## config.mk

```make
export PLATFORM = sky130hd
export DESIGN_NAME = sadc_fsm
export DESIGN_NICKNAME = d
export VERILOG_FILES = /design/src/rtl/sadc_pkg.sv /design/src/rtl/sadc_fsm.sv
export SDC_FILE = /design/constraint.sdc
export NUM_CORES = 1
export LEC_CHECK = 0
export CAP_MARGIN = 20
export CORE_AREA = 2 2 39 41
export DETAILED_ROUTE_END_ITERATION = 10
export DIE_AREA = 0 0 41 43
export PLACE_DENSITY = 0.7
export SETUP_SLACK_MARGIN = 0.5
export SYNTH_ARGS = -nofsm -noshare
export SYNTH_HDL_FRONTEND = slang
export SYNTH_SLANG_ARGS = --single-unit
```

## constraint.sdc

```tcl
create_clock -name clk -period 4.94 [get_ports clk]
set_input_delay 0.988 -clock clk [delete_from_list [all_inputs] [get_ports clk]]
set_output_delay 0.988 -clock clk [all_outputs]
set_load 0.005 [all_outputs]
```

## src/rtl/sadc_pkg.sv

```systemverilog
package sadc_pkg;

    typedef enum logic [1:0] {
        ST_IDLE  = 2'd0,
        ST_CONV  = 2'd1,
        ST_SLEEP = 2'd2,
        ST_SHIFT = 2'd3
    } sadc_state_e;

    // multiplexer word {single/differential, odd/sign}
    typedef enum logic [1:0] {
        MUX_DIFF_01 = 2'b00,
        MUX_DIFF_10 = 2'b01,
        MUX_SE_0    = 2'b10,
        MUX_SE_1    = 2'b11
    } sadc_mux_e;

    localparam int SADC_NUM_SEL = 4;

endpackage

```

## src/rtl/sadc_fsm.sv

```systemverilog
module sadc_fsm
    import sadc_pkg::*;
#(
    parameter int CONV_CYCLES = 20
) (
    input  logic clk,
    input  logic rst_n,
    input  logic conv_lvl_i,
    input  logic conv_rise_i,
    input  logic conv_fall_i,
    input  logic xfer_partial_i,
    output logic start_o,
    output logic load_o,
    output logic in_shift_o,
    output logic converting_o,
    output logic sleep_o,
    output logic err_o
);

    localparam int CW = $clog2(CONV_CYCLES + 1);
    localparam logic [CW-1:0] LAST = CW'(CONV_CYCLES - 1);

    sadc_state_e state_q, state_d;
    logic [CW-1:0] cnt_q;
    logic          count_done;

    assign count_done = (cnt_q == LAST);

    // next state
    always_comb begin
        state_d = state_q;
        unique case (state_q)
            ST_IDLE: begin
                if (conv_rise_i) state_d = ST_CONV;
            end
            ST_CONV: begin
                if (conv_rise_i)     state_d = ST_CONV;
                else if (count_done) state_d = conv_lvl_i ? ST_SLEEP : ST_SHIFT;
            end
            ST_SLEEP: begin
                if (conv_rise_i)      state_d = ST_CONV;
                else if (conv_fall_i) state_d = ST_SHIFT;
            end
            ST_SHIFT: begin
                if (conv_rise_i) state_d = ST_CONV;
            end
        endcase
    end

    // state register
    always_ff @(posedge clk or negedge rst_n) begin
        if (!rst_n) begin
            state_q <= ST_IDLE;
        end else begin
            state_q <= state_d;
        end
    end

    // conversion interval counter
    always_ff @(posedge clk or negedge rst_n) begin
        if (!rst_n) begin
            cnt_q <= '0;
        end else if (conv_rise_i) begin
            cnt_q <= '0;
        end else if (state_q == ST_CONV && !count_done) begin
            cnt_q <= cnt_q + 1'b1;
        end
    end

    // sticky protocol error
    always_ff @(posedge clk or negedge rst_n) begin
        if (!rst_n) begin
            err_o <= 1'b0;
        end else if (conv_rise_i &&
                     (state_q == ST_CONV || (state_q == ST_SHIFT && xfer_partial_i))) begin
            err_o <= 1'b1;
        end
    end

    // outputs
    always_comb begin
        start_o      = conv_rise_i;
        load_o       = (state_q != ST_SHIFT) && (state_d == ST_SHIFT);
        in_shift_o   = (state_q == ST_SHIFT);
        converting_o = (state_q == ST_CONV);
        sleep_o      = (state_q == ST_SLEEP);
    end

endmodule

```

## Word level (Yosys, flattened, before mapping)

Cells that the tools add are included.

- Bits in registers: 8
- Input bits: 6
- Output and inout bits: 6
- Word-level logic and storage cells: 28

- Add/subtract/negate cells: 1
- Eq/ne operators: 6
- Multiplexer cells: 9
- Reduce and logical (&&, ||, !) cells: 9

Operators with widths:

| kind | number |
|---|---|
| two-way mux 2 bit | 5 |
| two-way mux 5 bit | 2 |
| == test 2 bit, second input constant | 3 |
| one-hot mux 2 bit (3 select lines) | 1 |
| adder 5 x 1 -> 5 bit, second input constant | 1 |
| == test 5 bit, second input constant | 1 |
| logical AND 1 bit | 4 |
| == test 2 x 1 -> 1 bit, second input constant | 1 |
| zero test 2 bit | 1 |
| inequality test 2 bit, second input constant | 1 |
| nonzero test 2 bit | 1 |
| OR reduction 2 bit | 1 |
| zero test 1 bit | 1 |
| logical OR 1 bit | 1 |
| two-way mux 1 bit | 1 |

## Longest topological paths before layout

Gate-level depths: netlist (run 1).

- Depth after elaboration: 6
- Gate-level depth with buffers: 6
- Depth with buffers taken out: 5

## Worst setup path before layout (run 1)

No wires, ideal clock.

- Path kind: input-to-output
- Start point: input port conv_rise_i
- End point: output port load_o
- Arrival: 1.683 ns
- Required time: 3.952 ns
- Path slack: 2.269 ns
- Cell stages on the path: 4
- Path buffers: 1
- Path through: clkbuf_1 o22ai_1 a32oi_2 and4bb_1

- Word-level cells in the longest chain between the ends: 4
- Elaborated cells between the ends (all ways): 6
- Those cells by class: eq/ne (1); mux (4); reduce/logical (1)

RTL lines:

| element | RTL line | RTL |
|---|---|---|
| from (decl) | sadc_fsm.sv:9 | `input logic conv_rise_i,` |
| two-way mux 2 bit, on equally long branches | n/a |  |
| one-hot mux 2 bit (3 select lines) * | sadc_fsm.sv:32 | `unique case (state_q)` |
| via state_d[0] | sadc_fsm.sv:23 | `sadc_state_e state_q, state_d;` |
| == test 2 bit * | sadc_fsm.sv:83 | `load_o = (state_q != ST_SHIFT) && (state_d == ST_SHIFT);` |
| logical AND 1 bit * | sadc_fsm.sv:83 |  |
| to (decl) | sadc_fsm.sv:13 | `output logic load_o,` |

Mark *: on every way through the listed nets, which the timed path passes. The rest lies on a longest branch.

## Final worst setup path (run 1)

Ends and elaborated chain as after synthesis.

==> impl_metrics.env, run 1 <==
export IMPL_run_status="completed"
export IMPL_route_antenna_remaining_nets=0
export IMPL_drtPass1Iterations=4
export IMPL_numClockSinks=8
export IMPL_grt_util_all_layers=0.128
export IMPL_synth_top_cells_by_count="sky130_fd_sc_hd__dfrtp_1 (8), sky130_fd_sc_hd__nor2_1 (5), sky130_fd_sc_hd__ha_1 (4), sky130_fd_sc_hd__xor2_1 (4)"
export IMPL_required_ns=3.95
export IMPL_timing_max_cap_violations=0
export IMPL_timing_final_crit_period_ns=3.65
export IMPL_post_synth_inst_count=46
export IMPL_floorplan_die_area_um2=1760
export IMPL_synth_largest_type_area_fraction=0.413
export IMPL_tightestPinTransition_ns=0.391
export IMPL_placement_io_buffers=11
export IMPL_cts_htree_levels=1
export IMPL_cts_max_path_buffers=2
export IMPL_fin_setup_tns_ns=0
export IMPL_avgSynthCellArea_um2=10.5
export IMPL_fp_coreArea_um2=1380
export IMPL_antennaDiodeCount=0
export IMPL_synth_enable_flop_cells=0
export IMPL_power_ir_vdd_worst_mv=0.119
export IMPL_layout_cell_area_non_filler_um2=622
export IMPL_yosys_cell_types_count=20
export IMPL_end_kind="output port"
export IMPL_slew_limit_headroom=0.740
export IMPL_cts_root_buffer="sky130_fd_sc_hd__clkbuf_4"
export IMPL_ys_seq_area_frac=0.413
export IMPL_detailedRoute_firstIterationViolations=7
export IMPL_postSynthNetCount=56
export IMPL_fillCellCount=139
export IMPL_die_w_um=41
export IMPL_timing_hold_ws_ns=0.468
export IMPL_netlist_area_um2=484
export IMPL_clk_pin_slew_worst_paths_ns=0.05
export IMPL_grt_ovfl_total=0
export IMPL_postLayoutCoreUtil=0.449
export IMPL_post_drt_wl_per_cell_um=12.3
export IMPL_cts_tree="done"
export IMPL_antenna_found_initial=0
export IMPL_gpl_final_weighted_congestion=0.666
export IMPL_grt_pass1_vias=363
export IMPL_hold_viol=0
export IMPL_critical_path_peak_fanout=9
export IMPL_grt_start_max_net_pins=12
export IMPL_yosys_top_cells_area="sky130_fd_sc_hd__dfrtp_1 (41%), sky130_fd_sc_hd__ha_1 (10%), sky130_fd_sc_hd__xor2_1 (7.2%)"
export IMPL_route_vias_total=369
export IMPL_ys_seq_elements=8
export IMPL_timing_fmax_mhz=274
export IMPL_cts_setup_buffers=0
export IMPL_hold_path_class="reg2reg"
export IMPL_total_power_mw=0.273
export IMPL_flow_area_growth_from_synthesis_pct=28.4
export IMPL_routed_wirelength_um=899
export IMPL_critical_path_startpoint_type="primary input"
export IMPL_tritoncts_num_buffers=3
export IMPL_critPathArrivalTime_ns=2.66
export IMPL_power_density_cell_area_nw_per_um2=439
export IMPL_worstSetupPathType="in2out"
export IMPL_die_height_um=43
export IMPL_floorplan_io_pins=12
export IMPL_grt_pass1_wl_mm=1.43
export IMPL_drt_via_density=5.05
export IMPL_starting_utilization_of_the_core_area=0.350
export IMPL_postPlaceCellArea_um2=599
export IMPL_cts_repair_resized=0
export IMPL_yosysMostFrequentCell="sky130_fd_sc_hd__dfrtp_1"
export IMPL_clk_latency_ns=0.25
export IMPL_ys_warn_count=0
export IMPL_synth_top_cell_by_area="sky130_fd_sc_hd__dfrtp_1"
export IMPL_finalClockSkew_ns=0.00638
export IMPL_setup_repair_after_global_routing_missed_its_margin="false"
export IMPL_finalCritPeriodShare=0.739
export IMPL_asyncSetResetFlopFracSynth=1.00
export IMPL_final_setup_vio_count=0
export IMPL_final_layout_size_suffix_gt1_frac=0.105
export IMPL_power_leakage_nw=0.275
export IMPL_route_detailed_drc=0
export IMPL_post_cts_hold_buffer_count=0
export IMPL_ys_dominant_reg_cell="sky130_fd_sc_hd__dfrtp_1"
export IMPL_num_nets_final=69
export IMPL_fp_row_count=14
export IMPL_timing_max_transition_violations_final=0
export IMPL_hpwlAfterDp_um=719
layout by cell type, fill, tap and decap left out, types with 3 or more instances in the layout:
| cell | Yosys | final |
|---|---|---|
| sky130_fd_sc_hd__xor2_1 | 4 | 4 |
| sky130_fd_sc_hd__clkdlybuf4s50_1 | 0 | 11 |
| sky130_fd_sc_hd__clkbuf_4 | 0 | 3 |
| sky130_fd_sc_hd__ha_1 | 4 | 4 |
| sky130_fd_sc_hd__inv_1 | 3 | 3 |
| sky130_fd_sc_hd__a21oi_1 | 3 | 3 |
| sky130_fd_sc_hd__nor2_1 | 5 | 5 |
| sky130_fd_sc_hd__dfrtp_1 | 8 | 8 |
layout make-up:
class	instances	area, µm²	share of cell area
multi-input cells	32	258	0.414
flip-flops and latches	8	200	0.322
repair buffers	11	110	0.177
clock buffers	3	22.5	0.0362
well taps	16	20.0	0.0322
inverters	3	11.3	0.0181
path summary, 6_finish.rpt:
kind / start / end / slack (ns) / depth (start not counted)
max reg2reg: cnt_q[0] / state_q[0] / 3.50 / 4
min in group asynchronous: rst_n / cnt_q[4] / 1.02 / 1
max in group asynchronous: rst_n / state_q[1] / 3.65 / 1
min: err_o / err_o / 0.47 / 1
max: conv_rise_i / load_o / 1.29 / 5
min reg2reg: err_o / err_o / 0.47 / 1
critical path: stages:
cell and delay (ns):
sky130_fd_sc_hd__clkdlybuf4s50_1 0.64, sky130_fd_sc_hd__inv_1 0.13, sky130_fd_sc_hd__a32oi_2 0.21, sky130_fd_sc_hd__and4bb_1 0.21
sky130_fd_sc_hd__clkdlybuf4s50_1 0.49
flip-flops by register name (all words and copies together), names as in the netlist:
register / cells
cnt_q: 5
err_o: 1
state_q: 2
kinds of logic (layout without fill, tap and decap cells):
kind of cell    count (synthesis)  count (layout)  share of synthesized area
xor+xnor                        4               4                     0.0723
mux                             1               1                     0.0310
compound gates                  7               7                      0.109
simple gates                   16              16                      0.217
buf+inv                         6              17                     0.0543
fa+ha+maj                       4               4                      0.103
flops                           8               8                      0.413
metrics by stage:
| step | setup WS, ns | std cells |
|---|---|---|
| after floorplan | 2.27 | 46 |
| after global placement | 1.31 | 70 |
| after detailed placement | 1.28 | 70 |
| after CTS | 1.27 | 73 |
| after global routing | 1.19 | 73 |
| final | 1.29 | 73 |
power by group:
part / switching [mW] / total (mW) / internal [mW]
Combinational: 0.0647 / 0.130 / 0.0650
Sequential: 0.0143 / 0.0943 / 0.0800
Clock: 0.0212 / 0.0490 / 0.0277
Total: 0.100 / 0.273 / 0.173
layer usage:
layer	track usage	part of all wire
met5	0	0
met4	0.100	0.0044
met3	0.0314	0.033
met2	0.206	0.53
met1	0.130	0.43
Note: power is estimated with default switching activity, not from simulation.
==> run 2: changes to the inputs <==
==> constraint.sdc (replaced) <==
create_clock -name clk -period 3.4 [get_ports clk]
set_input_delay 0.68 -clock clk [delete_from_list [all_inputs] [get_ports clk]]
set_output_delay 0.68 -clock clk [all_outputs]
set_load 0.005 [all_outputs]
==> run 2 against run 1 <==
Critical path depth unchanged. Non-clock buffer count increased by 1. Cell count increased by 1.4%. Sequential cell count unchanged. Design area increased by 1.2%. Routed wire length increased by 11%. First-iteration DRC count decreased by 71%. Via count increased by 0.81%. Clock power increased by 47%. Hold slack about the same. Utilization increased by 0.54 points.
==> impl_metrics.env, run 2 (synthesis gave the netlist of run 1 again) <==
export IMPL_run_status="completed"
export IMPL_cts_root_buffer="sky130_fd_sc_hd__clkbuf_4"
export IMPL_layout_top_registers="cnt_q: 5 flops, state_q: 2 flops, err_o: 1 flops"
export IMPL_die_height_um=43
export IMPL_drt_via_density=5.03
export IMPL_largest_reg_flops=5
export IMPL_numClockSinks=8
export IMPL_tightestPinTransition_ns=0.393
export IMPL_timing_max_transition_violations_final=0
export IMPL_route_detailed_drc=0
export IMPL_placement_io_buffers=11
export IMPL_critical_path_peak_fanout=2
export IMPL_seq_area_um2=200
export IMPL_antennaDiodeCount=0
export IMPL_slew_limit_headroom=0.738
export IMPL_post_cts_hold_buffer_count=0
export IMPL_registers_top_by_ff_count="cnt_q"
export IMPL_gpl_final_weighted_congestion=0.666
export IMPL_cts_max_path_buffers=2
export IMPL_required_ns=2.72
export IMPL_total_power_mw=0.415
export IMPL_timing_final_crit_period_ns=2.71
export IMPL_cts_tree="done"
export IMPL_critical_path_startpoint_type="primary input"
export IMPL_grt_util_all_layers=0.138
export IMPL_multiInputGateArea_um2=260
export IMPL_power_leakage_nw=0.283
export IMPL_power_ir_vdd_worst_mv=0.192
export IMPL_hpwlAfterDp_um=719
export IMPL_clk_pin_slew_worst_paths_ns=0.05
export IMPL_floorplan_io_pins=12
export IMPL_tritoncts_num_buffers=3
export IMPL_grt_ovfl_total=0
export IMPL_hold_path_class="reg2reg"
export IMPL_top_library_cells_by_usage_in_the_layout_fill_and_taps_aside="sky130_fd_sc_hd__clkdlybuf4s50_1 (9), sky130_fd_sc_hd__dfrtp_1 (8), sky130_fd_sc_hd__nor2_1 (5)"
export IMPL_post_drt_wl_per_cell_um=13.5
export IMPL_power_density_cell_area_nw_per_um2=660
export IMPL_antenna_found_initial=0
export IMPL_setup_repair_after_global_routing_missed_its_margin="false"
export IMPL_clk_latency_ns=0.25
export IMPL_fp_row_count=14
export IMPL_finalClockSkew_ns=0.00813
export IMPL_end_kind="output port"
export IMPL_die_w_um=41
export IMPL_starting_utilization_of_the_core_area=0.350
export IMPL_most_common_cell_after_layout_fill_and_taps_aside="sky130_fd_sc_hd__clkdlybuf4s50_1"
export IMPL_fin_setup_tns_ns=0
export IMPL_num_nets_final=70
export IMPL_final_layout_size_suffix_gt1_frac=0.138
export IMPL_finalCritPeriodShare=0.798
export IMPL_worstSetupPathType="in2out"
export IMPL_final_setup_vio_count=0
export IMPL_route_antenna_remaining_nets=0
export IMPL_grt_start_max_net_pins=12
export IMPL_postLayoutCoreUtil=0.455
export IMPL_grt_pass1_wl_mm=1.53
export IMPL_drtPass1Iterations=4
export IMPL_grt_pass1_vias=383
export IMPL_critPathArrivalTime_ns=2.03
export IMPL_detailedRoute_firstIterationViolations=2
export IMPL_route_vias_total=372
export IMPL_timing_max_cap_violations=0
export IMPL_hold_viol=0
export IMPL_fillCellCount=136
export IMPL_flow_area_growth_from_synthesis_pct=30.0
export IMPL_cts_htree_levels=1
export IMPL_floorplan_die_area_um2=1760
export IMPL_timing_fmax_mhz=369
export IMPL_routed_wirelength_mm=1.00
export IMPL_fp_coreArea_um2=1380
## run 2: changes by cell type in the layout (fill, tap and decap cells not counted), sizes merged
cell	previous run	this run
dlygate4sd2	0	2
buf	0	1
clkdlybuf4s50	11	9
## run 2: what timing repair did
action                                  4_1_cts  5_1_grt
resized for setup                             3        0
endpoints found under the setup margin        1        0
setup buffers                                 1        0
## run 2: stage by stage
stage	cells	area [µm²]	hold WS, ns	setup slack [ns]
floorplan	46	484	0.384	1.25
global placement	70	599	0.464	0.389
detailed placement	70	599	0.464	0.354
CTS	74	629	0.476	0.755
global route	74	629	0.512	0.614
finish	74	629	0.468	0.687
## run 2: critical path: stages
cell and delay [ns]:
sky130_fd_sc_hd__clkdlybuf4s50_1 0.40, sky130_fd_sc_hd__mux2_4 0.28, sky130_fd_sc_hd__a32oi_2 0.21, sky130_fd_sc_hd__and4bb_1 0.23
sky130_fd_sc_hd__dlygate4sd2_1 0.23
## run 2: final timing paths
| check | from | end | slack, ns | cells after the start |
|---|---|---|---|---|
| hold / removal | err_o | err_o | 0.47 | 1 |
| max in group asynchronous | rst_n | err_o | 2.41 | 1 |
| hold reg to reg | err_o | err_o | 0.47 | 1 |
| setup / recovery | conv_lvl_i | load_o | 0.69 | 5 |
| setup reg to reg | cnt_q[0] | state_q[0] | 1.90 | 5 |
| min in group asynchronous | rst_n | cnt_q[4] | 0.71 | 1 |
## run 2: routing by layer
layer / GRT usage / vias to the layer above / routed length, µm
met3: 0.0314 / 2 / 33
li1: - / 183 / -
met1: 0.130 / 177 / 431
met5: 0 / - / 0
met4: 0.100 / 0 / 10
met2: 0.238 / 10 / 526
## run 2: report_power, final
part	switching, mW	internal, mW	leakage (nW)
Sequential	0.0213	0.116	0.101
Combinational	0.103	0.103	0.168
Clock	0.0316	0.0404	0.0138
## run 2: cell type report
class	count	share of cell area
Timing Repair Buffer	12	0.183
Clock buffer	3	0.0358
Tap cell	16	0.0318
Multi-Input combinational cell	32	0.414
Inverter	3	0.0179
Sequential cell	8	0.318
